`src/rtl/dbc_pkg.sv`:
```
package dbc_pkg;
  localparam int LINES_PER_BAND = 4;

  typedef enum logic [2:0] {
    ST_IDLE,
    ST_REQ,
    ST_EVAL,
    ST_HOLD,
    ST_END,
    ST_CLR,
    ST_DONE
  } scan_st_e;
endpackage

```
`src/rtl/dbc_cursor.sv`:
```
module dbc_cursor #(
  parameter int LINE_W = 10,
  parameter int STEP   = 4
) (
  input  logic              clk,
  input  logic              rst_n,
  input  logic              clear,
  input  logic              step,
  output logic [LINE_W-1:0] line
);
  localparam logic [LINE_W-1:0] STEP_V = LINE_W'(STEP);

  always_ff @(posedge clk or negedge rst_n) begin
    if (!rst_n)     line <= '0;
    else if (clear) line <= '0;
    else if (step)  line <= line + STEP_V;
  end
endmodule

```
`src/rtl/dbc_extent.sv`:
```
module dbc_extent #(
  parameter int BAND_W = 8
) (
  input  logic              clk,
  input  logic              rst_n,
  input  logic              clear,
  input  logic              hit,
  input  logic [BAND_W-1:0] band,
  output logic [BAND_W-1:0] lo,
  output logic [BAND_W-1:0] hi
);
  always_ff @(posedge clk or negedge rst_n) begin
    if (!rst_n) begin
      lo <= '1;
      hi <= '0;
    end else if (clear) begin
      lo <= '1;
      hi <= '0;
    end else if (hit) begin
      if (band < lo) lo <= band;
      if (band > hi) hi <= band;
    end
  end
endmodule

```
`src/rtl/dirty_band_coalescer.sv`:
```
module dirty_band_coalescer
  import dbc_pkg::*;
#(
  parameter int MAX_LINES = 768,
  parameter int NBANDS    = MAX_LINES / LINES_PER_BAND,
  parameter int BAND_W    = $clog2(NBANDS),
  parameter int LINE_W    = $clog2(MAX_LINES + 1)
) (
  input  logic              clk,
  input  logic              rst_n,
  input  logic              start,
  input  logic [LINE_W-1:0] frame_lines,
  output logic              flag_rd,
  output logic [BAND_W-1:0] flag_addr,
  input  logic              flag_data,
  output logic              rec_valid,
  input  logic              rec_ready,
  output logic [LINE_W-1:0] rec_start,
  output logic [LINE_W-1:0] rec_height,
  output logic              clr_valid,
  output logic [BAND_W-1:0] clr_lo,
  output logic [BAND_W-1:0] clr_hi,
  output logic              done
);
  localparam int SHIFT = $clog2(LINES_PER_BAND);

  scan_st_e          st;
  logic [LINE_W-1:0] line;
  logic [LINE_W-1:0] frame_len;
  logic [LINE_W-1:0] run_start;
  logic              run_open;
  logic              hold_to_end;
  logic              launch;
  logic [BAND_W-1:0] cur_band;

  assign launch   = (st == ST_IDLE) && start;
  assign cur_band = BAND_W'(line >> SHIFT);

  dbc_cursor #(.LINE_W(LINE_W), .STEP(LINES_PER_BAND)) u_cursor (
    .clk   (clk),
    .rst_n (rst_n),
    .clear (launch),
    .step  (st == ST_EVAL),
    .line  (line)
  );

  dbc_extent #(.BAND_W(BAND_W)) u_extent (
    .clk   (clk),
    .rst_n (rst_n),
    .clear (launch),
    .hit   ((st == ST_EVAL) && flag_data),
    .band  (cur_band),
    .lo    (clr_lo),
    .hi    (clr_hi)
  );

  assign flag_rd   = (st == ST_REQ) && (line < frame_len);
  assign flag_addr = cur_band;
  assign clr_valid = (st == ST_CLR) && (clr_lo <= clr_hi);
  assign done      = (st == ST_DONE);

  always_ff @(posedge clk or negedge rst_n) begin
    if (!rst_n) begin
      st          <= ST_IDLE;
      frame_len   <= '0;
      run_start   <= '0;
      run_open    <= 1'b0;
      hold_to_end <= 1'b0;
      rec_valid   <= 1'b0;
      rec_start   <= '0;
      rec_height  <= '0;
    end else begin
      unique case (st)
        ST_IDLE: if (start) begin
          frame_len <= frame_lines;
          run_open  <= 1'b0;
          st        <= ST_REQ;
        end
        ST_REQ: st <= (line < frame_len) ? ST_EVAL : ST_END;
        ST_EVAL: begin
          if (flag_data) begin
            if (!run_open) begin
              run_open  <= 1'b1;
              run_start <= line;
            end
            st <= ST_REQ;
          end else if (run_open) begin
            rec_valid   <= 1'b1;
            rec_start   <= run_start;
            rec_height  <= line - run_start;
            run_open    <= 1'b0;
            hold_to_end <= 1'b0;
            st          <= ST_HOLD;
          end else begin
            st <= ST_REQ;
          end
        end
        ST_HOLD: if (rec_ready) begin
          rec_valid <= 1'b0;
          st        <= hold_to_end ? ST_CLR : ST_REQ;
        end
        ST_END: begin
          if (run_open) begin
            rec_valid   <= 1'b1;
            rec_start   <= run_start;
            rec_height  <= line - run_start;
            run_open    <= 1'b0;
            hold_to_end <= 1'b1;
            st          <= ST_HOLD;
          end else begin
            st <= ST_CLR;
          end
        end
        ST_CLR:  st <= ST_DONE;
        ST_DONE: st <= ST_IDLE;
        default: st <= ST_IDLE;
      endcase
    end
  end

  // a waiting record keeps its fields
  p_rec_hold_r7: assert property (@(posedge clk) disable iff (!rst_n)
    rec_valid && !rec_ready |=> rec_valid && $stable(rec_start) && $stable(rec_height));

  // scan frozen while a record waits
  p_no_read_pending_r7: assert property (@(posedge clk) disable iff (!rst_n)
    rec_valid |-> !flag_rd);

  // heights are whole bands and never empty
  p_height_band_r3: assert property (@(posedge clk) disable iff (!rst_n)
    rec_valid |-> (rec_height != '0) && (rec_height[SHIFT-1:0] == '0));

  // done lasts one cycle
  p_done_pulse_r8: assert property (@(posedge clk) disable iff (!rst_n)
    done |=> !done);

  // done follows the clear range
  p_clr_then_done_r8: assert property (@(posedge clk) disable iff (!rst_n)
    clr_valid |=> done);

  // clear range is ordered and single-cycle
  p_clr_order_r5: assert property (@(posedge clk) disable iff (!rst_n)
    clr_valid |-> (clr_lo <= clr_hi) && !rec_valid);

  p_clr_pulse_r5: assert property (@(posedge clk) disable iff (!rst_n)
    clr_valid |=> !clr_valid);
endmodule

```
`config.mk`:
```
export PLATFORM = sky130hd
export DESIGN_NAME = dirty_band_coalescer
export DESIGN_NICKNAME = d
export VERILOG_FILES = /design/src/rtl/dbc_pkg.sv /design/src/rtl/dbc_cursor.sv /design/src/rtl/dbc_extent.sv /design/src/rtl/dirty_band_coalescer.sv
export SDC_FILE = /design/constraint.sdc
export NUM_CORES = 1
export LEC_CHECK = 0
export BUFFER_PORTS_ARGS = -buffer_cell sky130_fd_sc_hd__buf_4
export CAP_MARGIN = 20
export CORE_MARGIN = 4
export CORE_UTILIZATION = 55
export DETAILED_ROUTE_END_ITERATION = 6
export PLACE_DENSITY = 0.77
export SYNTH_ARGS = -nofsm -noshare
export SYNTH_HDL_FRONTEND = slang
export SYNTH_SLANG_ARGS = --single-unit
```
`constraint.sdc`:
```
create_clock -name clk -period 2.2 [get_ports clk]
set_input_delay 0 -clock clk [delete_from_list [all_inputs] [get_ports clk]]
set_output_delay 0 -clock clk [all_outputs]
set_load 0.005 [all_outputs]
```
==> flow_summary_export.csv, run 1 <==
group,metric,value,unit
finish,area_growth,24.3,%
worst_setup_path,cp_slowest_cell,"dfrtp_1",
drt,drt-pass1-iter-count,6,
drt,wl,8980,um
clock_tree,clk_pin_slew,0.07,ns
drt,wl_per_cell,15.4,um
yosys,yosysTopAreaCellShare,0.373,
finish,instances_no_fill,584,
placed_design,numPortBuffers,59,
placed_design,place_area,4400,sq um
floorplan,start_util,0.566,
floorplan,dieWidth,91.4,um
worst_setup_path,critPathCaptureType,"primary output",
finish,utilization,0.704,
timing,tightest_slew,0.824,ns
placed_design,gp_congestion,0.856,
clock_tree,worstSkewPairLatency,0.34,ns
drt,drt-initial-drc-count,161,
grt,globalRouteTotalUtil,0.220,
drt,antenna_left,0,
timing,final-max-slew-violation-count,0,
finish,n_antenna_cell,0,
clock_tree,cts.sinks,65,
timing,setup_viol_count_final,0,
worst_setup_path,cp_max_fo,9,
worst_setup_path,critPathRequiredTime,2.20,ns
worst_setup_path,path_cells,"buf_4 -> ha_1 -> nand2_1 -> nor4_2 -> a21oi_2 -> and3_1 -> buf_4",
pwr,p_leak,2.41,nW
clock_tree,clockRootBuffer,"clkbuf_8",
finish,drive_above_1_share,0.228,
clock_tree,clk_path_buf_depth,2,
worst_setup_path,critPathKind,"reg -> out",
timing,fin_skew,0.00769,ns
timing,rsz0062_at_grt,"false",
yosys,syn_inst,419,
yosys,yosys_most_used_dff,"dfrtp_1",
drt,drcViolationCount,0,
floorplan,dieArea,8350,sq um
flow_run,drv_cap,0,
finish,fill_cells,514,
pwr,p_total,5.87,mW
yosys,synth.avg_cell_area,9.13,sq um
floorplan,core.rowCount,30,
placed_design,placedCellCount,555,
yosys,yosys.area.top_type,"dfrtp_1",
timing,fin_crit_sh,0.948,
grt,antenna_found_initial,0,
grt,grt_max_degree,66,
yosys,ys_top_cells_by_area,"dfrtp_1, ha_1, o21ai_0",
worst_setup_path,max_stage_delay,0.39,ns
pwr,p_per_area,1230,nW/um^2
timing,fin_crit,2.08,ns
drt,via_per_inst,5.62,
yosys,yosysUniqueCellTypes,42,
min_path,hp-class,"in -> reg",
grt,overflow,0,
worst_setup_path,critPathMostFrequentCell,"buf_4",
yosys,ys_ff_latch,65,
floorplan,core_area,6760,sq um
yosys,syn_area,3820,sq um
clock_tree,cts_tree,"yes",
status,outcome,"finished clean",
placed_design,post-dp-hpwl,6280,um
floorplan,ios,63,
yosys,synth_enable_flop_cells,0,
timing,hold_viol_final,0,
pwr,ir_drop,633,uV
timing,fmax,480,MHz
yosys,async_flop_share,1.00,
finish,multi_input_area,2000,sq um
drt,via_count,3284,
timing,relSlewSlack,0.451,
floorplan,die_h,91.4,um
clock_tree,h-tree-depth,3,
worst_setup_path,startpoint_type,"flip-flop",
finish,final_nets,556,
clock_tree,cts_inserted_buffers,9,
grt,grt_pass1_wl,14800,um
finish,seq_area,1640,sq um
yosys,synth.yosys.seq_area_share,0.428,
worst_setup_path,crit_arrival,2.08,ns
timing,setup_tns,0,ns
finish,postLayoutCellArea,4750,sq um
yosys,ys_warn_count,0,
grt,grt_pass1_vias,3164,
## cells in the mapped netlist, types with 5 or more instances
| cell type | number |
|---|---|
| inv_1 | 37 |
| nand2_1 | 48 |
| xor2_1 | 6 |
| a21oi_1 | 26 |
| nor2_1 | 36 |
| nor2b_1 | 5 |
| ha_1 | 40 |
| dfrtp_1 | 57 |
| dfstp_2 | 8 |
| nor3_1 | 16 |
| and3_1 | 5 |
| a211oi_1 | 10 |
| mux2_2 | 12 |
| clkbuf_1 | 8 |
| buf_2 | 6 |
| nand4_1 | 9 |
| xnor2_1 | 6 |
| o21ai_0 | 44 |
## cells by family after synthesis
kind of cell / count (synthesis) / share of synthesized area
XOR/XNOR: 12 / 0.0275
adder cells (fa/ha/maj): 41 / 0.136
AND/OR/NAND/NOR: 136 / 0.167
other: 2 / 0.00196
multiplexers: 15 / 0.0432
AO/OA/AOI/OAI: 93 / 0.137
buffers and inverters: 55 / 0.0589
flip-flops: 65 / 0.428
## final timing paths
| path | from | end | slack (ns) | depth (start not counted) |
|---|---|---|---|---|
| max in group asynchronous | rst_n | frame_len[0] | 1.36 | 2 |
| min in group asynchronous | rst_n | u_cursor.line[7] | 0.28 | 2 |
| hold / removal | flag_data | run_open | 0.06 | 3 |
| setup / recovery | u_cursor.line[9] | flag_rd | 0.12 | 7 |
| hold reg to reg | rec_start[6] | rec_start[6] | 0.48 | 2 |
| setup reg to reg | u_extent.hi[7] | u_extent.hi[4] | 0.16 | 7 |
## cell type report
type / count / area share
Clock buffer: 12 / 0.0326
Clock inverter: 3 / 0.00842
Inverter: 37 / 0.0292
Multi-Input combinational cell: 301 / 0.420
Sequential cell: 65 / 0.344
Tap cell: 80 / 0.0211
Timing Repair Buffer: 86 / 0.145
## stage by stage
stage,hold slack (ns),setup WS (ns)
3_3_place_gp,0.148,0.115
4_1_cts,0.0358,0.00430
3_5_place_dp,0.155,0.0569
6_report,0.0568,0.115
5_1_grt,0.0836,0.0131
2_1_floorplan,-0.296,0.166
## cell usage in the layout (no fill, tap or decap), types with 8 or more instances in the layout
cell,n
a211oi_1,10
a21oi_1,24
buf_4,73
clkbuf_8,11
dfrtp_1,57
dfstp_2,8
dlygate4sd3_1,12
ha_1,40
inv_1,37
mux2_2,12
nand2_1,48
nand4_1,9
nor2_1,36
nor3_1,15
o21ai_0,42
## power by group
| part | switching, mW | internal [mW] | total, mW |
|---|---|---|---|
| sequential | 0.326 | 1.66 | 1.99 |
| combinational | 1.51 | 1.34 | 2.85 |
| clock | 0.451 | 0.576 | 1.03 |
| total | 2.28 | 3.58 | 5.87 |
## flip-flops by register name (all words and copies together) (netlist names)
signal         count
run_start          8
u_extent.hi        8
u_extent.lo        8
rec_start          8
st                 3
rec_height         9
run_open           1
frame_len         10
hold_to_end        1
u_cursor.line      8
rec_valid          1
## what timing repair did
action | CTS | global route
hold buffers | 12 | 0
endpoints found under the setup margin | 0 | 10
endpoints found under the hold margin | 68 | 0
buffers inserted | 0 | 2
resized for setup | 0 | 7
## critical path: cells and delay by family, from the launching register on
family / cells / cell delay, ns
fa+ha+maj: 1 / 0.31
compound gates: 1 / 0.12
simple gates: 3 / 0.61
buf+inv: 2 / 0.31
flops: 1 / 0.39
## routing by layer
| layer | GRT usage | wire, um |
|---|---|---|
| met1 | 0.273 | 3910 |
| met2 | 0.371 | 4470 |
| met5 | 0 | 0 |
| met4 | 0.0967 | 162 |
| met3 | 0.0406 | 439 |
Note: power is estimated with default switching activity, not from simulation.
==> inputs of run 2 (changes only) <==
--- a/config.mk
+++ b/config.mk
@@ -7,10 +7,12 @@
 export LEC_CHECK = 0
 export BUFFER_PORTS_ARGS = -buffer_cell sky130_fd_sc_hd__buf_4
 export CAP_MARGIN = 20
+export CELL_PAD_IN_SITES_DETAIL_PLACEMENT = 1
+export CELL_PAD_IN_SITES_GLOBAL_PLACEMENT = 2
 export CORE_MARGIN = 4
-export CORE_UTILIZATION = 55
+export CORE_UTILIZATION = 35
 export DETAILED_ROUTE_END_ITERATION = 6
-export PLACE_DENSITY = 0.77
+export PLACE_DENSITY = 0.8
 export SYNTH_ARGS = -nofsm -noshare
 export SYNTH_HDL_FRONTEND = slang
 export SYNTH_SLANG_ARGS = --single-unit
==> run 2 against run 1 <==
Effect of this change:
- sequential share of layout area is 1.0 points lower
- worst hold slack worse by 0.0078 ns
- clock skew is 0.00072 ns lower
- die area is 52% higher
==> flow_summary_export.csv, run 2 (synthesis gave the netlist of run 1 again) <==
group,metric,value,unit
worst_setup_path,cp_max_fo,9,
pwr,p_per_area,1250,nW/um^2
timing,setup_tns,0,ns
grt,grt_max_degree,66,
drt,antenna_left,0,
timing,tightest_slew,0.848,ns
floorplan,core.rowCount,37,
worst_setup_path,crit_arrival,2.08,ns
finish,n_antenna_cell,0,
finish,final_common_cell,"buf_4",
worst_setup_path,startpoint_type,"flip-flop",
floorplan,dieWidth,113,um
min_path,hp-class,"in -> reg",
worst_setup_path,critPathRequiredTime,2.20,ns
finish,final_nets,561,
clock_tree,worstSkewPairLatency,0.34,ns
grt,grt_pass1_vias,3463,
finish,largest_reg_flops,10,
clock_tree,clk_path_buf_depth,2,
clock_tree,h-tree-depth,3,
finish,area_growth,28.2,%
finish,regMostFlops,"frame_len",
drt,wl,10900,um
status,outcome,"finished clean",
worst_setup_path,critPathKind,"reg -> out",
drt,via_per_inst,5.11,
worst_setup_path,path_cells,"buf_4 -> ha_1 -> nand2_1 -> nor4_1 -> a21oi_2 -> and3_1 -> buf_4",
worst_setup_path,cp_slowest_cell,"dfrtp_1",
timing,relSlewSlack,0.435,
floorplan,core_area,10500,sq um
floorplan,ios,63,
placed_design,place_area,4500,sq um
drt,via_count,3302,
grt,overflow,0,
clock_tree,cts.sinks,65,
pwr,p_leak,2.44,nW
placed_design,dp_slack,-0.0723,ns
pwr,ir_drop,448,uV
clock_tree,cts_tree,"yes",
drt,drt-pass1-iter-count,4,
timing,final-max-slew-violation-count,0,
worst_setup_path,max_stage_delay,0.40,ns
timing,setup_viol_count_final,0,
finish,utilization,0.468,
finish,largestRegisters,"frame_len: 10 flops, rec_height: 9 flops",
floorplan,die_h,113,um
worst_setup_path,critPathMostFrequentCell,"buf_4",
clock_tree,cts_inserted_buffers,9,
placed_design,gp_congestion,0.823,
placed_design,numPortBuffers,59,
drt,drt-initial-drc-count,94,
flow_run,drv_cap,0,
clock_tree,clk_pin_slew,0.08,ns
finish,drive_above_1_share,0.233,
timing,fmax,480,MHz
timing,fin_crit_sh,0.947,
floorplan,start_util,0.365,
drt,drcViolationCount,0,
drt,wl_per_cell,16.9,um
timing,fin_crit,2.08,ns
floorplan,dieArea,12700,sq um
timing,fin_skew,0.00697,ns
grt,grt_pass1_wl,18000,um
grt,globalRouteTotalUtil,0.178,
timing,hold_viol_final,0,
placed_design,post-dp-hpwl,7800,um
finish,final_cell_mix,"buf_4, dfrtp_1, nand2_1",
finish,postLayoutCellArea,4900,sq um
grt,antenna_found_initial,0,
pwr,p_total,6.11,mW
clock_tree,clockRootBuffer,"clkbuf_8",
worst_setup_path,critPathCaptureType,"primary output",
timing,fin_ws,0.117,ns
[run 2: cell types whose count changed in the layout (fill, tap and decap cells not counted), moves of 2 or more]
cell | before | now
buf_12 | 1 | 3
buf_4 | 73 | 76
clkbuf_8 | 11 | 9
clkinv_2 | 2 | 0
clkinv_4 | 0 | 2
clkinvlp_4 | 0 | 2
[run 2: through the flow]
step	instances	hold WS, ns
final	646	0.0490
after CTS	642	0.0498
after detailed placement	614	0.175
after global routing	646	0.0944
after floorplan	421	-0.296
after global placement	614	0.168
[run 2: path summary, 6_finish.rpt]
check                                 start        endpoint  slack [ns]  cells past startpoint
min in group asynchronous             rst_n    run_start[3]        0.30                      2
setup / recovery           u_cursor.line[8]         flag_rd        0.12                      7
hold reg to reg                rec_start[5]    rec_start[5]        0.48                      2
max in group asynchronous             rst_n    frame_len[5]        1.34                      2
setup reg to reg             u_extent.hi[5]  u_extent.hi[5]        0.12                      8
hold / removal                        start           st[0]        0.05                      5
[run 2: what timing repair did]
item | in CTS | in global routing
gates resized for setup | 1 | 4
hold buffers | 12 | 0
pin swaps | 1 | 4
setup buffers | 0 | 4
endpoints found under the hold margin | 68 | 0
endpoints found under the setup margin | 8 | 17
[run 2: cell type report]
class	instances	area (sq um)
fill	1246	5560
tap	136	170
inverter	37	139
clock inverter	6	92.6
timing repair buffer	91	751
sequential	65	1640
multi-input combinational	301	1980
clock buffer	10	128
[run 2: critical path, delay by kind of cell, from the launching register on]
kind / cells / cell delay [ns]
compound gates: 1 / 0.12
buf+inv: 2 / 0.33
simple gates: 3 / 0.59
flops: 1 / 0.40
fa+ha+maj: 1 / 0.29
[run 2: where the power goes]
| group | leakage, nW | switching, mW | total, mW | internal, mW |
|---|---|---|---|---|
| clock network | 0.103 | 0.510 | 1.15 | 0.642 |
| registers | 0.823 | 0.349 | 2.01 | 1.66 |
| logic | 1.52 | 1.55 | 2.95 | 1.40 |
[run 2: layer usage]
layer / vias to the layer above / GRT usage / routed length (um)
met5: - / 0 / 0
met4: 0 / 0.0601 / 200
met3: 15 / 0.0243 / 398
met2: 60 / 0.316 / 5460
met1: 1622 / 0.222 / 4840
li1: 1605 / - / -
==> inputs of run 3 (changes only) <==
--- a/config.mk
+++ b/config.mk
@@ -10,9 +10,10 @@
 export CELL_PAD_IN_SITES_DETAIL_PLACEMENT = 1
 export CELL_PAD_IN_SITES_GLOBAL_PLACEMENT = 2
 export CORE_MARGIN = 4
-export CORE_UTILIZATION = 35
+export CORE_UTILIZATION = 37
 export DETAILED_ROUTE_END_ITERATION = 6
-export PLACE_DENSITY = 0.8
+export PLACE_DENSITY_LB_ADDON = 0.1
+export SLEW_MARGIN = 0
 export SYNTH_ARGS = -nofsm -noshare
 export SYNTH_HDL_FRONTEND = slang
 export SYNTH_SLANG_ARGS = --single-unit
==> constraint.sdc (replaced) <==
create_clock -name clk -period 2.69 [get_ports clk]
set_input_delay 0 -clock clk [delete_from_list [all_inputs] [get_ports clk]]
set_output_delay 0 -clock clk [all_outputs]
set_load 0.005 [all_outputs]
==> run 3 against run 2 <==
Effect of this change:
- flip-flop and latch count unchanged
- worst setup slack better by 0.38 ns
- clock skew up 0.0037 ns
- non-clock buffer count down 9
- final area down 2.7%
- routed wire length down 5.5%
- worst hold slack worse by 0.018 ns
- critical path depth unchanged
- clock power down 20%
- sequential share of layout area up 0.94 points
- combinational power down 24%
- critical path type is now reg -> reg
- largest cell class unchanged
- largest power group unchanged
==> flow_summary_export.csv, run 3 (synthesis gave the netlist of run 1 again) <==
group,metric,value,unit
status,outcome,"finished clean",
finish,area_growth,24.7,%
worst_setup_path,critPathCaptureType,"flip-flop",
grt,antenna_found_initial,0,
floorplan,start_util,0.386,
worst_setup_path,critPathRequiredTime,2.92,ns
clock_tree,clk_path_buf_depth,2,
placed_design,place_area,4440,sq um
grt,globalRouteTotalUtil,0.189,
clock_tree,cts.sinks,65,
finish,final_common_cell,"buf_4",
pwr,p_total,4.80,mW
timing,fin_crit,2.19,ns
timing,fin_skew,0.0106,ns
drt,wl,10300,um
clock_tree,h-tree-depth,3,
worst_setup_path,r2r_cells,7,
placed_design,gp_congestion,0.819,
grt,grt_pass1_wl,17300,um
min_path,hold_depth,5,
flow_run,drv_cap,0,
clock_tree,clockRootBuffer,"clkbuf_8",
pwr,netSwitchingFraction,0.390,
clock_tree,postCtsHoldBufs,12,
worst_setup_path,startpoint,"u_extent.hi[7]",
worst_setup_path,cp_max_fo,8,
timing,relSlewSlack,0.430,
timing,setup_viol_count_final,0,
timing,final-max-slew-violation-count,0,
finish,regMostFlops,"frame_len",
finish,final_cell_mix,"buf_4, dfrtp_1, nand2_1",
floorplan,die_h,110,um
clock_tree,cts_setup_buffers,0,
pwr,p_clk_frac,0.192,
timing,fmax,457,MHz
floorplan,core.rowCount,36,
finish,drive_above_1_share,0.216,
pwr,p_leak,2.39,nW
timing,setup_tns,0,ns
min_path,hold_path_end,"st[0]",
timing,rsz0062_at_grt,"false",
drt,drt-initial-drc-count,83,
pwr,switching_power,1.87,mW
clock_tree,clk_pin_slew,0.08,ns
clock_tree,post_cts_resized,0,
finish,postLayoutCellArea,4770,sq um
pwr,combinationalPowerShare,0.464,
finish,final_nets,552,
timing,tightest_slew,0.855,ns
placed_design,placedCellCount,606,
pwr,p_per_area,1010,nW/um^2
finish,largest_reg_flops,10,
min_path,hp-start,"start",
floorplan,dieArea,12000,sq um
drt,wl_per_cell,16.3,um
pwr,p_int,2.93,mW
worst_setup_path,startpoint_type,"flip-flop",
worst_setup_path,ff2ff_setup_slack,0.50,ns
worst_setup_path,crit_arrival,2.42,ns
clock_tree,worstSkewPairLatency,0.35,ns
floorplan,core_area,9910,sq um
grt,overflow,0,
worst_setup_path,r2r_end,"u_extent.hi[3]",
worst_setup_path,critPathKind,"reg -> reg",
finish,fill_cells,1159,
pwr,ir_drop,478,uV
grt,grt_max_degree,66,
placed_design,numPortBuffers,59,
drt,via_count,3179,
finish,largestRegisters,"frame_len: 10 flops, rec_height: 9 flops",
drt,drt-pass1-iter-count,4,
worst_setup_path,reg2reg_from,"u_extent.hi[7]",
drt,via_per_inst,5.01,
clock_tree,cts_inserted_buffers,9,
clock_tree,cts_tree,"yes",
floorplan,dieWidth,110,um
min_path,hp-class,"in -> reg",
pwr,seqPwrFrac,0.343,
floorplan,ios,63,
finish,n_antenna_cell,0,
drt,drcViolationCount,0,
timing,hold_viol_final,0,
grt,grt_pass1_vias,3416,
finish,utilization,0.481,
placed_design,post-dp-hpwl,7560,um
finish,instances_no_fill,634,
timing,fin_crit_sh,0.813,
drt,antenna_left,0,
run 3: cell types whose count changed in the layout (fill, tap and decap cells not counted):
cell	before	now
clkinvlp_4	2	1
o21ai_0	42	44
buf_4	76	70
a21oi_4	1	0
clkinv_2	0	3
a21oi_1	24	26
buf_12	3	0
o21ai_1	2	0
a21oi_2	2	1
clkinv_4	2	0
run 3: how the worst max path moves through the flow:
stage,end,cells after the start
floorplan,u_extent.hi[1],6
CTS,clr_valid,7
global route,u_extent.hi[2],7
global placement,u_extent.hi[2],7
detailed placement,u_extent.hi[3],7
finish,u_extent.hi[3],7
run 3: cell type report:
class	instances	area, sq um	area share
clock buffers	10	128	0.0268
well taps	133	166	0.0349
flip-flops and latches	65	1640	0.343
inverters	37	139	0.0291
clock inverters	6	82.6	0.0173
repair buffers	82	646	0.135
multi-input cells	301	1970	0.413
run 3: power by group through the flow:
stage | clock (mW) | sequential (mW) | combinational (mW)
3_5_place_dp | 0 | 1.67 | 2.26
5_1_grt | 1.00 | 1.70 | 2.59
4_1_cts | 0.952 | 1.65 | 2.28
2_1_floorplan | 0 | 1.60 | 1.47
3_3_place_gp | 0 | 1.66 | 2.18
6_report | 0.922 | 1.65 | 2.23
run 3: layer usage:
metal / vias up / share of wire / global-route usage
met4: 0 / 0.010 / 0.0570
met5: - / 0 / 0
li1: 1580 / - / -
met2: 53 / 0.48 / 0.308
met3: 9 / 0.031 / 0.0370
met1: 1537 / 0.48 / 0.254
run 3: stage by stage:
step | worst slack, ns | hold WS [ns]
after global placement | 0.558 | 0.164
final | 0.502 | 0.0305
after CTS | 0.434 | 0.0176
after global routing | 0.250 | 0.0709
after floorplan | 0.656 | -0.296
after detailed placement | 0.507 | 0.174
run 3: critical path: stages, from the launching register on:
cell and delay, ns:
dfrtp_1 0.34, inv_1 0.08, ha_1 0.32, nand4_1 0.12, nor3_1 0.27, nor3_1 0.09, a21oi_2 0.45, mux2_2 0.40
